--- config.mk ---
export PLATFORM = sky130hd
export DESIGN_NAME = gdma_group_arbiter
export DESIGN_NICKNAME = d
export VERILOG_FILES = /design/src/rtl/gdma_arb_pkg.sv /design/src/rtl/gdma_pick.sv /design/src/rtl/gdma_prio_regs.sv /design/src/rtl/gdma_err_status.sv /design/src/rtl/gdma_group_arbiter.sv
export SDC_FILE = /design/constraint.sdc
export NUM_CORES = 1
export LEC_CHECK = 0
export BUFFER_PORTS_ARGS = -buffer_cell sky130_fd_sc_hd__buf_2
export CAP_MARGIN = 20
export CORE_MARGIN = 2
export CORE_UTILIZATION = 55
export DETAILED_ROUTE_END_ITERATION = 7
export PLACE_DENSITY = 0.76
export SKIP_CTS_REPAIR_TIMING = 1
export SLEW_MARGIN = 10
export SYNTH_ARGS = -nofsm -noshare
export SYNTH_HDL_FRONTEND = slang
export SYNTH_SLANG_ARGS = --single-unit
--- constraint.sdc ---
create_clock -name clk -period 11.35 [get_ports clk]
set_input_delay 2.27 -clock clk [delete_from_list [all_inputs] [get_ports clk]]
set_output_delay 2.27 -clock clk [all_outputs]
set_load 0.02 [all_outputs]
--- src/rtl/gdma_arb_pkg.sv ---
package gdma_arb_pkg;

  // Default sizing of the arbiter
  localparam int DEF_NUM_GRP    = 2;
  localparam int DEF_CH_PER_GRP = 8;
  localparam int DEF_CPRI_W     = 3;
  localparam int DEF_GPRI_W     = 1;

  // Status field positions
  localparam int ST_GPE = 0;
  localparam int ST_CPE = 1;
  localparam int ST_XE  = 2;
  localparam int ST_CH  = 3;

  // Configuration data width: wide enough for either priority and the clear mask
  function automatic int cfg_dw(input int cw, input int gw);
    int m;
    m = (cw > gw) ? cw : gw;
    return (m > 3) ? m : 3;
  endfunction

endpackage

--- src/rtl/gdma_pick.sv ---
// Highest value wins, lowest index on ties, among the valid entries.
module gdma_pick #(
  parameter int N  = 8,
  parameter int W  = 3,
  localparam int IW = (N > 1) ? $clog2(N) : 1
) (
  input  logic [N-1:0]   valid_i,
  input  logic [N*W-1:0] pri_i,
  output logic           found_o,
  output logic [IW-1:0]  idx_o
);

  logic [W-1:0] best;

  always_comb begin
    found_o = 1'b0;
    idx_o   = '0;
    best    = '0;
    for (int i = 0; i < N; i++) begin
      if (valid_i[i] && (!found_o || (pri_i[i*W +: W] > best))) begin
        found_o = 1'b1;
        idx_o   = IW'(i);
        best    = pri_i[i*W +: W];
      end
    end
  end

endmodule

--- src/rtl/gdma_prio_regs.sv ---
// Priority storage plus uniqueness checks on the stored values.
module gdma_prio_regs #(
  parameter int NUM_GRP    = 2,
  parameter int CH_PER_GRP = 8,
  parameter int CPRI_W     = 3,
  parameter int GPRI_W     = 1,
  parameter int AW         = 5,
  parameter int DW         = 3,
  localparam int NUM_CH    = NUM_GRP * CH_PER_GRP
) (
  input  logic                       clk,
  input  logic                       rst_n,
  input  logic                       we_i,
  input  logic [AW-1:0]              addr_i,
  input  logic [DW-1:0]              wdata_i,
  output logic [NUM_CH*CPRI_W-1:0]   cpri_o,
  output logic [NUM_GRP*GPRI_W-1:0]  gpri_o,
  output logic                       grp_dup_o,
  output logic [NUM_GRP-1:0]         chan_dup_o
);

  logic [CPRI_W-1:0] cpri_q [NUM_CH];
  logic [GPRI_W-1:0] gpri_q [NUM_GRP];

  always_ff @(posedge clk or negedge rst_n) begin
    if (!rst_n) begin
      for (int c = 0; c < NUM_CH; c++) cpri_q[c] <= CPRI_W'(c % CH_PER_GRP);
      for (int g = 0; g < NUM_GRP; g++) gpri_q[g] <= GPRI_W'(g);
    end else if (we_i) begin
      for (int c = 0; c < NUM_CH; c++)
        if (addr_i == AW'(c)) cpri_q[c] <= wdata_i[CPRI_W-1:0];
      for (int g = 0; g < NUM_GRP; g++)
        if (addr_i == AW'(NUM_CH + g)) gpri_q[g] <= wdata_i[GPRI_W-1:0];
    end
  end

  for (genvar c = 0; c < NUM_CH; c++) begin : g_cflat
    assign cpri_o[c*CPRI_W +: CPRI_W] = cpri_q[c];
  end
  for (genvar g = 0; g < NUM_GRP; g++) begin : g_gflat
    assign gpri_o[g*GPRI_W +: GPRI_W] = gpri_q[g];
  end

  // Pairwise equality among groups, and among channels of each group
  always_comb begin
    grp_dup_o  = 1'b0;
    chan_dup_o = '0;
    for (int a = 0; a < NUM_GRP; a++)
      for (int b = a + 1; b < NUM_GRP; b++)
        if (gpri_q[a] == gpri_q[b]) grp_dup_o = 1'b1;
    for (int g = 0; g < NUM_GRP; g++)
      for (int a = 0; a < CH_PER_GRP; a++)
        for (int b = a + 1; b < CH_PER_GRP; b++)
          if (cpri_q[g*CH_PER_GRP + a] == cpri_q[g*CH_PER_GRP + b]) chan_dup_o[g] = 1'b1;
  end

  // priorities move only on a write strobe
  a_r12_hold_without_write: assert property (@(posedge clk) disable iff (!rst_n)
    !we_i |=> ($stable(cpri_o) && $stable(gpri_o)));

endmodule

--- src/rtl/gdma_err_status.sv ---
// Sticky error flags with write-one-to-clear and the recorded channel.
module gdma_err_status #(
  parameter int CH_W = 4,
  localparam int SW  = CH_W + 3
) (
  input  logic            clk,
  input  logic            rst_n,
  input  logic            set_gpe_i,
  input  logic            set_cpe_i,
  input  logic            set_xe_i,
  input  logic [CH_W-1:0] xe_ch_i,
  input  logic [2:0]      clr_i,
  output logic [SW-1:0]   stat_o,
  output logic            err_irq_o
);

  logic            gpe_q, cpe_q, xe_q;
  logic [CH_W-1:0] ch_q;

  always_ff @(posedge clk or negedge rst_n) begin
    if (!rst_n) begin
      gpe_q <= 1'b0;
      cpe_q <= 1'b0;
      xe_q  <= 1'b0;
      ch_q  <= '0;
    end else begin
      gpe_q <= set_gpe_i | (gpe_q & ~clr_i[0]);
      cpe_q <= set_cpe_i | (cpe_q & ~clr_i[1]);
      xe_q  <= set_xe_i  | (xe_q  & ~clr_i[2]);
      if (set_xe_i) ch_q <= xe_ch_i;
    end
  end

  assign stat_o    = {ch_q, xe_q, cpe_q, gpe_q};
  assign err_irq_o = gpe_q | cpe_q | xe_q;

  // flags persist until cleared
  a_r10_gpe_sticky: assert property (@(posedge clk) disable iff (!rst_n)
    gpe_q && !clr_i[0] |=> gpe_q);
  a_r10_cpe_clears: assert property (@(posedge clk) disable iff (!rst_n)
    clr_i[1] && !set_cpe_i |=> !cpe_q);
  // the channel field moves only on a recorded transfer error
  a_r9_channel_only_on_error: assert property (@(posedge clk) disable iff (!rst_n)
    !set_xe_i |=> $stable(ch_q));

endmodule

--- src/rtl/gdma_group_arbiter.sv ---
module gdma_group_arbiter
  import gdma_arb_pkg::*;
#(
  parameter int NUM_GRP    = DEF_NUM_GRP,
  parameter int CH_PER_GRP = DEF_CH_PER_GRP,
  parameter int CPRI_W     = DEF_CPRI_W,
  parameter int GPRI_W     = DEF_GPRI_W,
  localparam int NUM_CH    = NUM_GRP * CH_PER_GRP,
  localparam int CH_W      = $clog2(NUM_CH),
  localparam int CFG_AW    = $clog2(NUM_CH + NUM_GRP + 1),
  localparam int CFG_DW    = cfg_dw(CPRI_W, GPRI_W),
  localparam int STAT_W    = CH_W + 3
) (
  input  logic              clk,
  input  logic              rst_n,
  input  logic [NUM_CH-1:0] sw_req_i,
  input  logic [NUM_CH-1:0] hw_req_i,
  input  logic              cfg_we_i,
  input  logic [CFG_AW-1:0] cfg_addr_i,
  input  logic [CFG_DW-1:0] cfg_wdata_i,
  output logic              gnt_valid_o,
  output logic [CH_W-1:0]   gnt_ch_o,
  input  logic              done_i,
  input  logic              xfer_err_i,
  output logic [NUM_CH-1:0] ack_o,
  output logic              err_irq_o,
  output logic [STAT_W-1:0] stat_o
);

  localparam int GIW = (NUM_GRP > 1) ? $clog2(NUM_GRP) : 1;
  localparam int LIW = (CH_PER_GRP > 1) ? $clog2(CH_PER_GRP) : 1;
  localparam int GSPAN = CH_PER_GRP * CPRI_W;

  logic [NUM_CH*CPRI_W-1:0]  cpri;
  logic [NUM_GRP*GPRI_W-1:0] gpri;
  logic                      grp_dup;
  logic [NUM_GRP-1:0]        chan_dup;

  gdma_prio_regs #(
    .NUM_GRP(NUM_GRP), .CH_PER_GRP(CH_PER_GRP), .CPRI_W(CPRI_W),
    .GPRI_W(GPRI_W), .AW(CFG_AW), .DW(CFG_DW)
  ) u_regs (
    .clk(clk), .rst_n(rst_n), .we_i(cfg_we_i), .addr_i(cfg_addr_i),
    .wdata_i(cfg_wdata_i), .cpri_o(cpri), .gpri_o(gpri),
    .grp_dup_o(grp_dup), .chan_dup_o(chan_dup)
  );

  // Pending channels and groups
  logic [NUM_CH-1:0]  all_req;
  logic [NUM_GRP-1:0] grp_req;
  assign all_req = sw_req_i | hw_req_i;

  // Level 1: group selection
  logic           grp_found;
  logic [GIW-1:0] grp_idx;

  gdma_pick #(.N(NUM_GRP), .W(GPRI_W)) u_grp_pick (
    .valid_i(grp_req), .pri_i(gpri), .found_o(grp_found), .idx_o(grp_idx)
  );

  // Level 2: one channel picker per group
  logic [NUM_GRP-1:0] ch_found;
  logic [LIW-1:0]     ch_idx [NUM_GRP];

  for (genvar g = 0; g < NUM_GRP; g++) begin : g_grp
    assign grp_req[g] = |all_req[g*CH_PER_GRP +: CH_PER_GRP];
    gdma_pick #(.N(CH_PER_GRP), .W(CPRI_W)) u_ch_pick (
      .valid_i(all_req[g*CH_PER_GRP +: CH_PER_GRP]),
      .pri_i(cpri[g*GSPAN +: GSPAN]),
      .found_o(ch_found[g]),
      .idx_o(ch_idx[g])
    );
  end

  logic [CH_W-1:0] win_ch;
  logic            arb_fire;

  assign win_ch   = CH_W'(grp_idx) * CH_W'(CH_PER_GRP) + CH_W'(ch_idx[grp_idx]);
  assign arb_fire = !gnt_valid_o && grp_found;

  // Grant register: loaded when idle, held until the engine reports done
  always_ff @(posedge clk or negedge rst_n) begin
    if (!rst_n) begin
      gnt_valid_o <= 1'b0;
      gnt_ch_o    <= '0;
    end else if (arb_fire) begin
      gnt_valid_o <= 1'b1;
      gnt_ch_o    <= win_ch;
    end else if (gnt_valid_o && done_i) begin
      gnt_valid_o <= 1'b0;
    end
  end

  // Acknowledge only toward a hardware requester that is still asserting
  always_comb begin
    for (int c = 0; c < NUM_CH; c++)
      ack_o[c] = gnt_valid_o && (gnt_ch_o == CH_W'(c)) && hw_req_i[c];
  end

  // Error status
  logic [2:0] clr;
  assign clr = (cfg_we_i && (cfg_addr_i == '1)) ? cfg_wdata_i[2:0] : 3'b000;

  gdma_err_status #(.CH_W(CH_W)) u_status (
    .clk(clk), .rst_n(rst_n),
    .set_gpe_i(arb_fire && grp_dup),
    .set_cpe_i(arb_fire && chan_dup[grp_idx]),
    .set_xe_i(gnt_valid_o && done_i && xfer_err_i),
    .xe_ch_i(gnt_ch_o),
    .clr_i(clr),
    .stat_o(stat_o),
    .err_irq_o(err_irq_o)
  );

  // the winner always belongs to a pending group with a pending channel
  a_r2_winner_pending: assert property (@(posedge clk) disable iff (!rst_n)
    arb_fire |-> (all_req[win_ch] && ch_found[grp_idx]));
  // grant held steady until done
  a_r5_grant_hold: assert property (@(posedge clk) disable iff (!rst_n)
    gnt_valid_o && !done_i |=> gnt_valid_o && $stable(gnt_ch_o));
  a_r5_grant_release: assert property (@(posedge clk) disable iff (!rst_n)
    gnt_valid_o && done_i |=> !gnt_valid_o);
  // acknowledge is one-hot and requires a held grant
  a_r6_ack_onehot: assert property (@(posedge clk) disable iff (!rst_n)
    $onehot0(ack_o));
  a_r6_ack_needs_grant: assert property (@(posedge clk) disable iff (!rst_n)
    (|ack_o) |-> gnt_valid_o);

endmodule

==> impl_metrics.ini, run 1 <==
[outcome]
outcome = completed

[synth]
synthCells = 774
synthFlopType = dfrtp_1
seq_area_frac_synth = 0.236
netlist-cell-type-count = 62
syn_area_mm2 = 0.00669
synth_top_area_frac = 0.138
async_flop_share = 1.00
synthTopCellsByArea = dfrtp_1 (14%), xnor2_1 (12%), xor2_1 (10%)
ys_top_cells_by_count = xnor2_1 (89), xor2_1 (78), mux2_2 (50), nand2_1 (49), ha_1 (42)
yosys.area.top_type = dfrtp_1
synth_fp_nets = 861
synth_enable_flop_cells = 0
ys_ff_latch = 62
synth.most_common_cell = xnor2_1
syn-mean-instance-area_um2 = 8.65
yosys_warnings = 0

[floorplanning]
ios = 74
num_rows = 40
die_area_mm2 = 0.0131
core_area_mm2 = 0.0120
die_x_um = 114
start_util = 0.560
die_h_um = 114

[place]
gp_congestion = 0.940
place_hpwl_mm = 13.3
port_buffers = 73
placedCellCount = 937

[clocking]
cts_root_buf = clkbuf_16
ctsHtreeMaxLevel = 3
cts_tree = done
insertion_delay_ps = 330
clockBufferDepth = 2
cts-buffers-inserted = 9
cts_sinks = 62
path_clk_slew_ps = 60

[worst_setup_path]
startpoint = hw_req_i[8]
criticalPathCategory = primary input to register
regToRegStartpoint = u_regs.cpri_o[25]
r2r_end = gnt_ch_o[0]
cpPeakStageDelay_ps = 360
start_kind = primary input
reg2reg_depth = 46
arrival_ps = 11080
crit_fanout = 10
ff2ff_setup_slack_ps = 1870
required_ps = 11560
worst_setup_path_end_kind = register
crit_slowest_cell = ha_1
path_common_cell = ha_1

[timing]
fmax_ghz = 0.0920
skew_ps = 6.68
hold_ws_ps = 491
setup_violations = 0
fin_crit_sh = 0.957
worstMarginPinSlew_ps = 779
hold_violations = 0
min_period_ps = 10870
relSlewSlack = 0.476
drv_slew = 0

[layout]
drive_above_1_share = 0.257
antennaDiodeCount = 0
multi_input_area_mm2 = 0.00479
syn2layout_area_growth_pct = 10.1
final_cells = 960
utilization = 0.616
seq_area_mm2 = 0.00158
fillers = 1008
nets = 895

[min_path]
hold_path_class = register to register
hold_end = u_status.xe_q
worst_hold_startpoint = u_status.xe_q
hold-path-cell-count = 2

[detailed_routing]
drt_iter0_drc = 525
viasPerCell = 6.18
drc = 0
wl_per_cell_um = 18.9
via_count = 5929
drt_wl_total_mm = 18.1
dr.pass1.iters = 5
ant_nets = 0

[pwr]
peakVddDrop_mv = 0.157
p_total_mw = 2.24
p_leak_nw = 3.21
p_per_area_mw_per_mm2 = 304

[global_route]
gr-total-overflow = 0
antenna_found_initial = 0
grt_max_degree = 63
first_global_vias = 5897
grt_usage = 0.279
grt_pass1_wl_mm = 29.2

[job]
drv_cap = 0
how the worst max path moves through the flow:
stage / to / slack, ps / cells after the start
floorplan: gnt_ch_o[0] / 1140 / 48
global placement: gnt_ch_o[0] / 120 / 47
detailed placement: gnt_ch_o[0] / -400 / 47
CTS: gnt_ch_o[0] / -100 / 47
global route: gnt_ch_o[1] / -60 / 46
finish: gnt_ch_o[0] / 480 / 47
routing by layer:
| layer | vias up | track usage | wire [µm] |
|---|---|---|---|
| li1 | 2812 | - | - |
| met1 | 2828 | 0.360 | 7770 |
| met2 | 247 | 0.473 | 8590 |
| met3 | 42 | 0.0577 | 1370 |
| met4 | 0 | 0.0813 | 375 |
| met5 | - | 0 | 0 |
worst max-delay path: cells and delay by family:
family | cells | cell delay [ps]
AND/OR/NAND/NOR | 11 | 1330
AO/OA/AOI/OAI | 27 | 4940
buffers and inverters | 2 | 350
adder cells (fa/ha/maj) | 7 | 2180
layout make-up:
type,count,share of cell area
multi-input combinational,624,0.650
sequential,62,0.215
timing repair buffer,84,0.0604
clock buffer,10,0.0311
tap,147,0.0250
inverter,27,0.0138
clock inverter,6,0.00526
registers in the layout, summed over array words and instances, names as in the netlist:
signal and cells:
u_regs.cpri_o 48, gnt_ch_o 4, u_status.ch_q 4, u_regs.gpri_o 2, gnt_valid_o 1, u_status.cpe_q 1
u_status.gpe_q 1, u_status.xe_q 1
cells in the final DEF (no fill, tap or decap), drive strengths merged, types with 8 or more instances in the layout:
master and n:
o21ai 38, mux2 50, xor2 78, clkbuf 11, nor2 33, a21oi 19, and3 19, nand2 49
nor2b 15, nor3 31, a21o 8, a31oi 20, nand3 25, buf 83, o21a 11, dfrtp 37
ha 42, xnor2 89, inv 27, dfstp 25
metrics by stage:
stage | area (µm²) | TNS (ps) | worst slack [ps]
finish | 7370 | 0 | 484
detailed placement | 6990 | -1110 | -404
floorplan | 6690 | 0 | 1140
CTS | 7250 | -197 | -97.7
global route | 7370 | -104 | -58.6
global placement | 6990 | 0 | 121
report_power, final:
part	switching, mW	leakage [nW]	total [mW]	internal (mW)
Combinational	0.798	2.37	1.52	0.725
Clock	0.100	0.128	0.247	0.147
Sequential	0.180	0.713	0.466	0.287
Total	1.08	3.21	2.24	1.16
cells by family (layout without fill, tap and decap cells):
family / count (synthesis) / after routing / share of synthesized area
buffers and inverters: 88 / 127 / 0.0581
xor gates and xnor gates: 167 / 167 / 0.219
muxes: 50 / 50 / 0.0841
DFF: 62 / 62 / 0.236
adders and majority gates: 42 / 42 / 0.0785
and+or+nand+nor: 209 / 209 / 0.162
AOI/OAI and AO/OA: 156 / 156 / 0.162
Power figures use the tool's default switching activity.
==> inputs of run 2 (changes only) <==
--- a/config.mk
+++ b/config.mk
@@ -5,12 +5,13 @@
 export SDC_FILE = /design/constraint.sdc
 export NUM_CORES = 1
 export LEC_CHECK = 0
+export ABC_AREA = 1
 export BUFFER_PORTS_ARGS = -buffer_cell sky130_fd_sc_hd__buf_2
 export CAP_MARGIN = 20
 export CORE_MARGIN = 2
 export CORE_UTILIZATION = 55
 export DETAILED_ROUTE_END_ITERATION = 7
-export PLACE_DENSITY = 0.76
+export PLACE_DENSITY = 0.75
 export SKIP_CTS_REPAIR_TIMING = 1
 export SLEW_MARGIN = 10
 export SYNTH_ARGS = -nofsm -noshare
==> run 2 against run 1 <==
  * Cell count grew 23%
  * Flip-flop and latch count is the same
  * Wire length shrank 0.64%
  * Highest routed layer unchanged
  * Area after synthesis grew 1.7%
==> impl_metrics.ini, run 2 <==
[worst_setup_path]
crit_fanout = 6
cpLargestDelayFamily = simple AND/OR/NAND/NOR gates
path_buf_inv = 10
path_common_cell = nand2_1
cpPeakStageDelay_ps = 310
start_kind = primary input
arrival_ps = 10460
worst_setup_path_end_kind = register
required_ps = 11540
crit_slowest_cell = ha_1
criticalPathCategory = primary input to register

[pwr]
peakVddDrop_mv = 0.140
p_leak_nw = 3.35
p_total_mw = 2.24
p_per_area_mw_per_mm2 = 303

[synth]
syn-mean-instance-area_um2 = 7.01
async_flop_share = 1.00
synthTopCellsByArea = xnor2_1 (16%), dfrtp_1 (14%), nand2_1 (13%)
yosys_warnings = 0
synth_fp_nets = 1059
synthFlopType = dfrtp_1
synth.most_common_cell = nand2_1
ys_top_cells_by_count = nand2_1 (229), xnor2_1 (121), nand3_1 (107), inv_1 (82), o21ai_0 (81)
syn_area_mm2 = 0.00681
yosys.area.top_type = xnor2_1
synth_top_area_frac = 0.156
seq_area_frac_synth = 0.232
netlist-cell-type-count = 43
synth_enable_flop_cells = 0
ys_ff_latch = 62
synthCells = 972

[timing]
min_period_ps = 10270
hold_ws_ps = 480
fin_ws_ps = 1080
relSlewSlack = 0.475
fin_crit_sh = 0.905
rsz0062_at_grt = no
skew_ps = 8.94
drv_slew = 0
fin_tns_setup_ps = 0
worstMarginPinSlew_ps = 788
hold_violations = 0
fmax_ghz = 0.0974
setup_violations = 0

[clocking]
cts_root_buf = clkbuf_16
ctsHtreeMaxLevel = 3
cts-buffers-inserted = 9
path_clk_slew_ps = 50
cts_sinks = 62
cts_tree = done
insertion_delay_ps = 320
clockBufferDepth = 2

[place]
port_buffers = 73
post-place-ws_ps = 912
place_hpwl_mm = 13.4
gp_congestion = 0.936

[global_route]
grt_util_met2 = 0.449
grt_pass1_wl_mm = 29.3
gr-total-overflow = 0
grt_max_degree = 63
antenna_found_initial = 0
first_global_vias = 5903
grt_usage = 0.276
gr-usage-met1 = 0.399
grt-busiest-layer = met2
met3_usage = 0.0348

[detailed_routing]
via_count = 6473
drt_iter0_drc = 580
drt_wl_total_mm = 18.0
dr.pass1.iters = 5
wl_per_cell_um = 15.3
drc = 0
ant_nets = 0
viasPerCell = 5.50

[floorplanning]
num_rows = 40
die_x_um = 115
die_area_mm2 = 0.0133
core_area_mm2 = 0.0121
die_h_um = 115
ios = 74
start_util = 0.565

[layout]
antennaDiodeCount = 0
nets = 1090
layout_commonest_cell = nand2_1
seq_area_mm2 = 0.00158
syn2layout_area_growth_pct = 8.54
multi_input_area_mm2 = 0.00460
drive_above_1_share = 0.152
final_cell_mix = nand2_1 (229), xnor2_1 (121), nand3_1 (107)
fillers = 1102
largest_register_ffs = 48

[min_path]
hold_path_class = register to register

[job]
drv_cap = 0

[outcome]
outcome = completed
run 2: area by class of cell:
class                      instances  share of cell area
multi-input combinational        761               0.622
tap                              168              0.0284
inverter                          95              0.0482
clock inverter                     5             0.00474
timing repair buffer              74              0.0504
sequential                        62               0.214
clock buffer                      11              0.0315
run 2: report_power, final:
part | internal [mW] | switching, mW
combinational | 0.650 | 0.897
sequential | 0.285 | 0.165
clock | 0.148 | 0.0965
run 2: cell families after synthesis:
family / after synthesis / share of synthesized area
AO/OA/AOI/OAI: 132 / 0.112
XOR/XNOR: 143 / 0.184
adder cells (fa/ha/maj): 42 / 0.0772
flip-flops: 62 / 0.232
AND/OR/NAND/NOR: 444 / 0.301
buffers and inverters: 149 / 0.0930
run 2: path summary, 6_finish.rpt:
kind	slack, ps	endpoint	from	depth (start not counted)
max in group asynchronous	8720	u_regs.cpri_o[4]	rst_n	2
worst max-delay path	1080	gnt_ch_o[2]	hw_req_i[8]	68
worst min register to register	480	u_status.ch_q[2]	u_status.ch_q[2]	2
min in group asynchronous	2130	u_status.ch_q[1]	rst_n	2
worst max register to register	2500	gnt_ch_o[2]	u_regs.cpri_o[26]	65
worst min-delay path	480	u_status.ch_q[2]	u_status.ch_q[2]	2
run 2: layer usage:
layer / share of wire / up-vias
met5: 0 / -
met4: 0.011 / 0
met3: 0.064 / 20
met2: 0.44 / 234
met1: 0.48 / 2997
li1: - / 3222
run 2: through the flow:
| step | instance area (µm²) | util | instances |
|---|---|---|---|
| final | 7390 | 0.613 | 1176 |
| after global routing | 7390 | 0.613 | 1176 |
| after CTS | 7380 | 0.612 | 1176 |
| after detailed placement | 7120 | 0.590 | 1160 |
| after global placement | 7120 | 0.590 | 1160 |
| after floorplan | 6810 | - | 972 |
run 2: worst reg2reg max path, delay by kind of cell, from the launching register on:
family                     cells  cell delay, ps
and+or+nand+nor               35            3330
AOI/OAI and AO/OA             15            1940
buffers and inverters          8             720
adders and majority gates      7            2100
DFF                            1             640
==> inputs of run 3 (changes only) <==
==> constraint.sdc (replaced) <==
create_clock -name clk -period 9.6 [get_ports clk]
set_input_delay 1.92 -clock clk [delete_from_list [all_inputs] [get_ports clk]]
set_output_delay 1.92 -clock clk [all_outputs]
set_load 0.02 [all_outputs]
==> run 3 against run 2 <==
  * Hold slack gained 16 ps
  * Clock skew is 2.9 ps lower
  * Power increased by 37%
  * Via count up 1.4%
  * Cell area up 5.7%
  * Clock power increased by 59%
  * Sequential share of layout area shrank 1.1 points
  * Largest cell class unchanged
  * Global-route usage increased by 0.20 points
  * Sequential power grew 19%
  * Combinational power grew 38%
  * Non-clock buffer count grew 14
==> impl_metrics.ini, run 3 (same netlist as run 2, synthesis figures left out) <==
[layout]
finalInstanceArea_mm2 = 0.00781
syn2layout_area_growth_pct = 14.7
layout_commonest_cell = nand2_1
largest_register_ffs = 48
nets = 1104
seq_area_mm2 = 0.00158
drive_above_1_share = 0.205
multi_input_area_mm2 = 0.00482
antennaDiodeCount = 0
final_cell_mix = nand2_1 (219), xnor2_1 (121), nand3_1 (107)
fillers = 1044
utilization = 0.647

[global_route]
antenna_found_initial = 0
grt_max_degree = 63
grt_usage = 0.278
grt_pass1_wl_mm = 29.4
gr-total-overflow = 0
first_global_vias = 6018

[clocking]
cts_tree = done
cts-buffers-inserted = 9
cts_sinks = 62
ctsHtreeMaxLevel = 3
clockBufferDepth = 2
cts_root_buf = clkbuf_16
insertion_delay_ps = 330
path_clk_slew_ps = 50

[detailed_routing]
viasPerCell = 5.52
drt_wl_total_mm = 18.6
wl_met3_mm = 1.13
dr.pass1.iters = 5
drc = 0
dr.max_layer_used = met4
wl_per_cell_um = 15.6
ant_nets = 0
via_count = 6565
dr_wl_met2_mm = 8.60
drt-met1-wl_mm = 8.64
drt_iter0_drc = 472

[pwr]
p_per_area_mw_per_mm2 = 392
peakVddDrop_mv = 0.214
pwr-share-clk = 0.127
seqPwrFrac = 0.174
internal_power_mw = 1.57
p_leak_nw = 3.48
p_comb_frac = 0.699
switching_share = 0.488
switching_power_mw = 1.50

[timing]
relSlewSlack = 0.464
fmax_ghz = 0.109
drv_slew = 0
skew_ps = 6.06
worstMarginPinSlew_ps = 804
min_period_ps = 9200
fin_crit_sh = 0.959
fin_tns_setup_ps = 0
hold_violations = 0
setup_violations = 0

[worst_setup_path]
arrival_ps = 9410
ff2ff_setup_slack_ps = 1460
path_common_cell = nand2_1
start_kind = primary input
r2r_end = gnt_ch_o[1]
regToRegStartpoint = u_regs.cpri_o[25]
worst_setup_path_end_kind = register
criticalPathCategory = primary input to register
crit_fanout = 6
cpPeakStageDelay_ps = 270
required_ps = 9810
crit_slowest_cell = ha_4
reg2reg_depth = 65

[min_path]
hold_end = u_status.ch_q[1]
hold_path_class = register to register
hold-path-cell-count = 2
worst_hold_startpoint = u_status.ch_q[1]

[job]
drv_cap = 0

[place]
gp_congestion = 0.950
port_buffers = 73
place_hpwl_mm = 13.3
placed_area_mm2 = 0.00718

[floorplanning]
start_util = 0.565
ios = 74
num_rows = 40
core_area_mm2 = 0.0121
die_area_mm2 = 0.0133
die_h_um = 115
die_x_um = 115

[outcome]
outcome = completed
-- run 3: cell types whose count changed in the layout (fill, tap and decap cells not counted), moves of 6 or more --
cell / delta
buf_4: +14
ha_1: -10
nand2_1: -10
o21ai_0: -6
a21oi_2: +8
ha_4: +10
nand2_2: +9
a21oi_1: -8
-- run 3: metal layers --
| metal | vias to the layer above | GRT usage |
|---|---|---|
| met5 | - | 0 |
| met4 | 0 | 0.0675 |
| met3 | 21 | 0.0380 |
| met2 | 224 | 0.461 |
| met1 | 3074 | 0.387 |
| li1 | 3246 | - |
-- run 3: how the worst max path moves through the flow --
stage	to	cells after the start	slack, ps	start
global route	gnt_ch_o[1]	69	-220	hw_req_i[8]
global placement	gnt_ch_o[1]	67	-330	hw_req_i[8]
finish	gnt_ch_o[1]	68	400	hw_req_i[8]
CTS	gnt_ch_o[1]	67	-150	hw_req_i[8]
floorplan	gnt_ch_o[1]	67	530	sw_req_i[8]
detailed placement	gnt_ch_o[1]	67	-390	hw_req_i[8]
-- run 3: cell type report --
| cell class | instances | area share |
|---|---|---|
| Tap cell | 168 | 0.0269 |
| Multi-Input combinational cell | 761 | 0.617 |
| Clock buffer | 13 | 0.0346 |
| Clock inverter | 3 | 0.0115 |
| Sequential cell | 62 | 0.203 |
| Inverter | 95 | 0.0457 |
| Timing Repair Buffer | 88 | 0.0612 |
-- run 3: power by group through the flow --
stage | clock, mW | combinational [mW] | sequential (mW)
after global placement | 0 | 1.79 | 0.526
after CTS | 0.390 | 1.86 | 0.524
after global routing | 0.401 | 2.42 | 0.545
after floorplan | 0 | 1.56 | 0.385
after detailed placement | 0 | 1.84 | 0.528
final | 0.390 | 2.14 | 0.534
-- run 3: metrics by stage --
step | power [mW] | hold WS, ps | std cells | setup WS (ps)
6_report | 3.06 | 496 | 1190 | 398
5_1_grt | 3.36 | 522 | 1190 | -224
4_1_cts | 2.77 | 487 | 1184 | -147
3_5_place_dp | 2.37 | 473 | 1168 | -390
3_3_place_gp | 2.32 | 463 | 1168 | -330
2_1_floorplan | 1.95 | 473 | 972 | 532
-- run 3: critical path: cells and delay by family --
family / cells / cell delay [ps]
and+or+nand+nor: 37 / 3320
AOI/OAI and AO/OA: 14 / 1570
buffers and inverters: 10 / 900
adders and majority gates: 7 / 1680
